==> src/rtl/byteLanePkg.sv <==
package byteLanePkg;
  localparam int DATA_W = 32;
  localparam int LANES  = DATA_W / 8;
  localparam int OFF_W  = $clog2(LANES);

  typedef enum logic [1:0] {
    SZ_BYTE = 2'b00,
    SZ_HALF = 2'b01,
    SZ_WORD = 2'b10,
    SZ_RSVD = 2'b11
  } accSize_e;

  // strobes handed from control to datapath
  typedef struct packed {
    logic [OFF_W-1:0] lane;
    accSize_e         size;
    logic             signExt;
    logic             fault;
    logic             storeEn;
  } laneCtrl_t;
endpackage

==> src/rtl/laneCtrl.sv <==
module laneCtrl
  import byteLanePkg::*;
(
  input  logic             accValid,
  input  logic             accIsStore,
  input  logic [1:0]       accSize,
  input  logic             accSigned,
  input  logic [OFF_W-1:0] addrLow,
  output laneCtrl_t        ctrl,
  output logic [LANES-1:0] laneMask
);
  accSize_e         sizeE;
  logic             misAligned;
  logic [LANES-1:0] rawMask;

  always_comb begin
    sizeE = accSize_e'(accSize);
    unique case (sizeE)
      SZ_BYTE: begin misAligned = 1'b0;       rawMask = LANES'(1) << addrLow; end
      SZ_HALF: begin misAligned = addrLow[0]; rawMask = LANES'(3) << addrLow; end
      SZ_WORD: begin misAligned = |addrLow;   rawMask = {LANES{1'b1}};        end
      default: begin misAligned = 1'b1;       rawMask = '0;                   end
    endcase
    ctrl.lane    = addrLow;
    ctrl.size    = sizeE;
    ctrl.signExt = accSigned & ~accIsStore;
    ctrl.fault   = accValid & misAligned;
    ctrl.storeEn = accValid & accIsStore & ~misAligned;
    laneMask     = rawMask & {LANES{ctrl.storeEn}};
  end
endmodule

==> src/rtl/laneDatapath.sv <==
module laneDatapath
  import byteLanePkg::*;
(
  input  laneCtrl_t         ctrl,
  input  logic [DATA_W-1:0] memRdata,
  input  logic [DATA_W-1:0] storeData,
  output logic [DATA_W-1:0] loadNext,
  output logic [DATA_W-1:0] wdataNext
);
  logic [DATA_W-1:0] shifted;
  logic [7:0]        byteVal;
  logic [15:0]       halfVal;

  always_comb begin
    shifted = memRdata >> {ctrl.lane, 3'b000};
    byteVal = shifted[7:0];
    halfVal = shifted[15:0];
    unique case (ctrl.size)
      SZ_BYTE: loadNext = {{(DATA_W-8){ctrl.signExt & byteVal[7]}}, byteVal};
      SZ_HALF: loadNext = {{(DATA_W-16){ctrl.signExt & halfVal[15]}}, halfVal};
      SZ_WORD: loadNext = memRdata;
      default: loadNext = '0;
    endcase
    if (ctrl.fault) loadNext = '0;
  end

  for (genvar g = 0; g < LANES; g++) begin : gLane
    always_comb begin
      unique case (ctrl.size)
        SZ_BYTE: wdataNext[8*g +: 8] = storeData[7:0];
        SZ_HALF: wdataNext[8*g +: 8] = storeData[8*(g%2) +: 8];
        default: wdataNext[8*g +: 8] = storeData[8*g +: 8];
      endcase
    end
  end
endmodule

==> src/rtl/byteLaneAligner.sv <==
module byteLaneAligner
  import byteLanePkg::*;
(
  input  logic              clk,
  input  logic              rstN,
  input  logic              accValid,
  input  logic              accIsStore,
  input  logic [1:0]        accSize,
  input  logic              accSigned,
  input  logic [OFF_W-1:0]  addrLow,
  input  logic [DATA_W-1:0] memRdata,
  input  logic [DATA_W-1:0] storeData,
  output logic              outValid,
  output logic [DATA_W-1:0] loadData,
  output logic [DATA_W-1:0] memWdata,
  output logic [LANES-1:0]  byteEn,
  output logic              alignFault
);
  laneCtrl_t         ctrl;
  logic [LANES-1:0]  laneMask;
  logic [DATA_W-1:0] loadNext;
  logic [DATA_W-1:0] wdataNext;

  laneCtrl uCtrl (
    .accValid  (accValid),
    .accIsStore(accIsStore),
    .accSize   (accSize),
    .accSigned (accSigned),
    .addrLow   (addrLow),
    .ctrl      (ctrl),
    .laneMask  (laneMask)
  );

  laneDatapath uData (
    .ctrl     (ctrl),
    .memRdata (memRdata),
    .storeData(storeData),
    .loadNext (loadNext),
    .wdataNext(wdataNext)
  );

  always_ff @(posedge clk) begin
    if (!rstN) begin
      outValid   <= 1'b0;
      loadData   <= '0;
      memWdata   <= '0;
      byteEn     <= '0;
      alignFault <= 1'b0;
    end else begin
      outValid   <= accValid;
      loadData   <= (accValid && !accIsStore) ? loadNext : '0;
      memWdata   <= ctrl.storeEn ? wdataNext : '0;
      byteEn     <= laneMask;
      alignFault <= ctrl.fault;
    end
  end
endmodule

==> config.mk <==
export PLATFORM = sky130hd
export DESIGN_NAME = byteLaneAligner
export DESIGN_NICKNAME = d
export VERILOG_FILES = /design/src/rtl/byteLanePkg.sv /design/src/rtl/laneCtrl.sv /design/src/rtl/laneDatapath.sv /design/src/rtl/byteLaneAligner.sv
export SDC_FILE = /design/constraint.sdc
export NUM_CORES = 1
export LEC_CHECK = 0
export CAP_MARGIN = 20
export CORE_ASPECT_RATIO = 0.7
export CORE_MARGIN = 2
export CORE_UTILIZATION = 40
export DETAILED_ROUTE_END_ITERATION = 10
export PLACE_DENSITY_LB_ADDON = 0.08
export SYNTH_ARGS = -nofsm -noshare
export SYNTH_HDL_FRONTEND = slang
export SYNTH_SLANG_ARGS = --single-unit
export TNS_END_PERCENT = 10
==> constraint.sdc <==
create_clock -name clk -period 1.8 [get_ports clk]
set_input_delay 0.45 -clock clk [delete_from_list [all_inputs] [get_ports clk]]
set_output_delay 0.45 -clock clk [all_outputs]
set_load 0.01 [all_outputs]
Yosys cells after proc, flatten, opt, wreduce, memory -nomap -nowiden
Index checks and enable logic that the tools add are counted.
{ "word_totals": {"regBits": 70, "inputBits": 73, "out_inout_bits": 70, "elab_cells": 34} }
{ "op_classes": {"eq_ne": 2, "shifts": 3, "mux": 6, "n_bitwise": 11, "n_reduce_logical": 7} }
{ "op_table": {"columns": ["operator", "count"], "rows": [
  ["case mux 32 bit (3 select lines)", 1],
  ["right shift 32 x 5 -> 16 bit", 1],
  ["two-way mux 8 bit", 2],
  ["case mux 8 bit (2 select lines)", 1],
  ["case mux 4 bit (3 select lines)", 1],
  ["bitwise AND 1 bit", 6],
  ["bitwise AND 4 bit", 1],
  ["NOT 1 bit", 4],
  ["OR reduction 2 bit", 2],
  ["left shift 1 x 2 -> 4 bit (first input constant)", 1],
  ["left shift 2 x 2 -> 4 bit (first input constant)", 1],
  ["case mux 1 bit (3 select lines)", 1],
  ["OR reduction 3 bit", 1],
  ["equality test 2 x 1 -> 1 bit (second input constant)", 1],
  ["equality test 2 bit (second input constant)", 1],
  ["logical NOT 2 bit", 1],
  ["AND reduction 2 bit", 1],
  ["logical AND 1 bit", 1],
  ["logical NOT 1 bit", 1]
]} }

Longest topological paths before layout
{ "depth": {"word_depth": 5, "depth_mapped": 6, "ltp_nobuf": 4} }

By module
From an unflattened synthesis, not the netlist that was laid out.
{ "hier_totals": {"hier_cells": 363, "hier_area_um2": 3469.6} }
{ "by_module_without_submodules": {"columns": ["module", "n_inst", "cells_each", "area_per_inst_um2", "seq_area_each_um2"], "rows": [
  ["byteLaneAligner", 1, 156, 2068.2, 1401.3],
  ["laneDatapath", 1, 185, 1241.2, 0.0],
  ["laneCtrl", 1, 22, 160.2, 0.0]
]} }

Least setup slack after synthesis
OpenSTA, ideal clock, no wires.
{ "synth_timing": {"path_type": "input -> register", "from": "in addrLow[0]", "to": "reg loadData[22]", "setup_ps": 56, "arrival_ps": 1580, "t_required_ps": 1744, "slack_ps": 164, "stages": 5, "path_buffers": 2, "path_cell_list": "buf_4 > or3_1 > a211oi_4 > buf_6 > a21o_2"} }
{ "synth_via": {"elab_chain_len": 4, "elab_cells_between_ends": 8, "classes_between": "shift: 1; mux: 2; bitwise: 3; reduce/logical: 2"} }
{ "synth_lines": {"columns": ["element", "line", "source"], "rows": [
  ["start: declaration", "byteLaneAligner.sv:10", "input logic [OFF_W-1:0] addrLow,"],
  ["branches (longest 4 deep; another with right shift 32 x 5 -> 16 bit)", null, null],
  ["end signal: assignment", "byteLaneAligner.sv:51", "loadData <= (accValid && !accIsStore) ? loadNext : '0;"],
  ["end: declaration", "byteLaneAligner.sv:14", "output logic [DATA_W-1:0] loadData,"]
]} }
Several ways; the timed one is not identified.
A chain may end at the register's enable or synchronous reset.

Worst setup path in the final report
{ "layout_timing": {"from": "in accSize[1]", "to": "reg loadData[14]"} }
{ "layout_via": {"elab_chain_len": 4, "elab_cells_between_ends": 7, "classes_between": "eq/ne: 2; mux: 2; bitwise: 1; reduce/logical: 2"} }
{ "layout_lines": {"columns": ["element", "line", "source"], "rows": [
  ["start: declaration", "byteLaneAligner.sv:8", "input logic [1:0] accSize,"],
  ["equality test 2 bit, or another cell as far along", "laneCtrl.sv:18, laneDatapath.sv:18", null],
  ["case mux 1 bit (3 select lines)", "laneCtrl.sv:18", "unique case (sizeE)"],
  ["bitwise AND 1 bit", "laneCtrl.sv:27", "ctrl.fault = accValid & misAligned;"],
  ["OR reduction 3 bit (no source line)", null, null]
]} }
Several ways; a longest one is shown, not always the timed one.

==> summary.md <==
| Metric | Value |
|---|---|
| Status | `finished clean` |
| CTS clk-pin slew, worst paths | `70 ps` |
| Clock sinks | `70` |
| Final slew viol count | `0` |
| Post-synth net total | `377` |
| Final core occ | `0.7204` |
| N_diodes | `0` |
| Remaining DRCs | `0` |
| Fmax | `~590 MHz` |
| Most instantiated cells after synthesis | `dfxtp_1, nor2_1, a21oi_1, nand2_1, mux2i_1` |
| Worst Setup Start Kind | `primary input` |
| I/O pin cnt | `143` |
| Clk buf depth | `2` |
| CTS tree | `built` |
| Total GRT Usage | `0.2189` |
| Slowest-stage cell, CP | `clkdlybuf4s50_1` |
| Post-Route WL | `8.731 mm` |
| Part of the cycle the worst path needs | `0.9366` |
| Die height | `74.33 um` |
| CP endpoint kind | `flop` |
| Critical path type | `in -> reg` |
| Crit path top cell by count | `buf_6` |
| Vias in the first global route | `2,512` |
| Placer congestion estimate | `0.9480` |
| Top Family by Delay on Critical Path | `buffers and inverters` |
| Vias | `2,773` |
| Synth area leaders | `dfxtp_1, mux2i_1, a21oi_1` |
| WP data required | `around 2100 ps` |
| Worst-path fanout max | `17` |
| Final #Nets | `550` |
| Most common cell in the synthesized netlist | `dfxtp_1` |
| Initial Util | `0.4164` |
| Buf/Inv on CP | `4` |
| Row cnt | `25` |
| Cell Area, Synth | `0.002826 mm2` |
| Via-to-Cell Ratio | `approximately 4.8` |
| Seq/Total Area, Yosys | `0.4958` |
| Crit-path cells | `clkdlybuf4s50_1 > buf_6 > buf_6 > nor2_2 > nand4_1 > buf_4 > a21oi_1` |
| EDFF count, synth | `0` |
| Syn avg cell area | `9.298 um2` |
| Antenna violations before repair | `0` |
| Fin Hold WS | `between 600 and 700 ps` |
| Fill count | `roughly 520` |
| Share of layout cells above drive strength 1 | `0.1705` |
| CP peak stage delay | `460 ps` |
| I/O Buffers | `142` |
| Top-area cell type share of the netlist area | `0.4958` |
| Post-DRT Antenna Nets | `0` |
| Lkg Pwr | `2.133 nW` |
| VDD IR max | `~0.5 mV` |
| First-pass GRT wire length | `13.07 mm` |
| Hold path start | `memRdata[4]` |
| Router iterations before antenna repair | `4` |
| Cells after synthesis | `~300` |
| #FFs+latches synth | `70` |
| CTS Buf Count | `9` |
| RSZ-0062 raised after global routing | `false` |
| Post-Place Setup Slack | `-747.3 ps` |
| GRT overflow | `0` |
| H-tree levels | `3` |
| Hold crit path type | `in -> reg` |
| Placeable Area | `roughly 0.0068 mm2` |
| Main synth FF type | `dfxtp_1` |
| Clk root buf | `clkbuf_8` |
| Chip width | `approximately 100 um` |
| WP data arrival | `1960 ps` |
| Synth Warn # | `0` |
| Final setup viols | `0` |
| Final Hold Viols | `0` |
| Synth async-reset ratio | `0` |
| Largest net degree at the start of global routing | `25` |
| Power Density | `between 700 and 800 mW/mm2` |
| DR iter-0 viols | `170` |
| Post-synth top area cell | `dfxtp_1` |
| Worst slew pin tran | `between 400 and 500 ps` |
| Minimum clock period after layout | `1686 ps` |
| Max Cap Violations | `0` |
| Slew HR | `0.7293` |
| Area growth syn-to-layout | `73.00%` |
| Distinct cell type count after synthesis | `38` |
| Final worst slack | `114.1 ps` |
| Wirelength per Cell | `15.18 um` |
| Worst setup startpoint | `accSize[1]` |
| Post-detail-place hpwl | `roughly 6.6 mm` |
| Die ar. | `0.007765 mm2` |
-- tightest hold or removal path: cells and delay by family --
family	cells	cell delay, ps
buffers and inverters	1	400
and+or+nand+nor	1	60
AOI/OAI and AO/OA	1	50
-- final cells by class --
cell class / instances / area [um2] / share of cell area
timing repair buffer: 184 / 1790 / 0.3662
sequential: 70 / 1401 / 0.2866
multi-input combinational: 209 / 1334 / 0.2728
clock buffer: 9 / 123.9 / 0.02533
tap: 94 / 117.6 / 0.02405
clock inverter: 6 / 111.4 / 0.02277
inverter: 3 / 11.26 / 0.002303
-- worst paths after layout --
check	to	cells after the start
setup / recovery	loadData[14]	7
hold / removal	loadData[4]	3
-- timing repair --
| item | in CTS | in global routing |
|---|---|---|
| buffers inserted | 3 | 2 |
| resized for setup | 9 | 15 |
| hold buffers | 0 | 0 |
| setup endpoints to repair | 24 | 34 |
| pin swaps | 1 | 2 |
-- routing by layer --
layer,track usage,wire length (um)
met5,0,0
met4,0.05556,69
met3,0.06310,803
met2,0.3261,3623
met1,0.3133,4234
-- cells in the final DEF (no fill, tap or decap), types with 2 or more instances in the layout --
master / n
and2_1: 9
bufinv_16: 3
a21o_2: 9
clkdlybuf4s50_1: 139
inv_1: 2
a21oi_1: 33
dlymetal6s2s_1: 3
mux2i_1: 23
o21ai_1: 2
a21o_1: 20
a22oi_1: 3
o21ai_0: 7
dfxtp_1: 70
buf_6: 7
mux2i_2: 2
buf_4: 33
nand2_1: 31
nor2_1: 34
or2_2: 3
a21oi_2: 2
nor2b_1: 4
clkbuf_8: 9
o2bb2ai_1: 6
-- metrics by stage --
stage	setup TNS [ps]	std cells	instance area (um2)	total power, mW
floorplan	0	304	2826	1.845
global placement	-21980	555	4542	2.174
detailed placement	-25200	555	4542	2.178
CTS	0	573	4826	3.686
global route	0	575	4890	3.793
finish	0	575	4890	3.671
-- power breakdown --
part           internal (mW)  leakage, nW  switching [mW]
Clock                  0.912        0.115           0.588
Combinational          0.338         1.45           0.253
Sequential              1.57        0.566         0.00636
-- logic make-up after synthesis --
logic type      synth area share
xor+xnor                0.003099
buf+inv                  0.04426
mux                      0.09252
compound gates            0.2134
flops                     0.4958
simple gates              0.1510
-- sequential cells by signal (all words and copies together) (netlist names) --
| signal | flops |
|---|---|
| outValid | 1 |
| memWdata | 32 |
| byteEn | 4 |
| loadData | 32 |
| alignFault | 1 |
No activity file was read; power rests on OpenSTA's default activity.
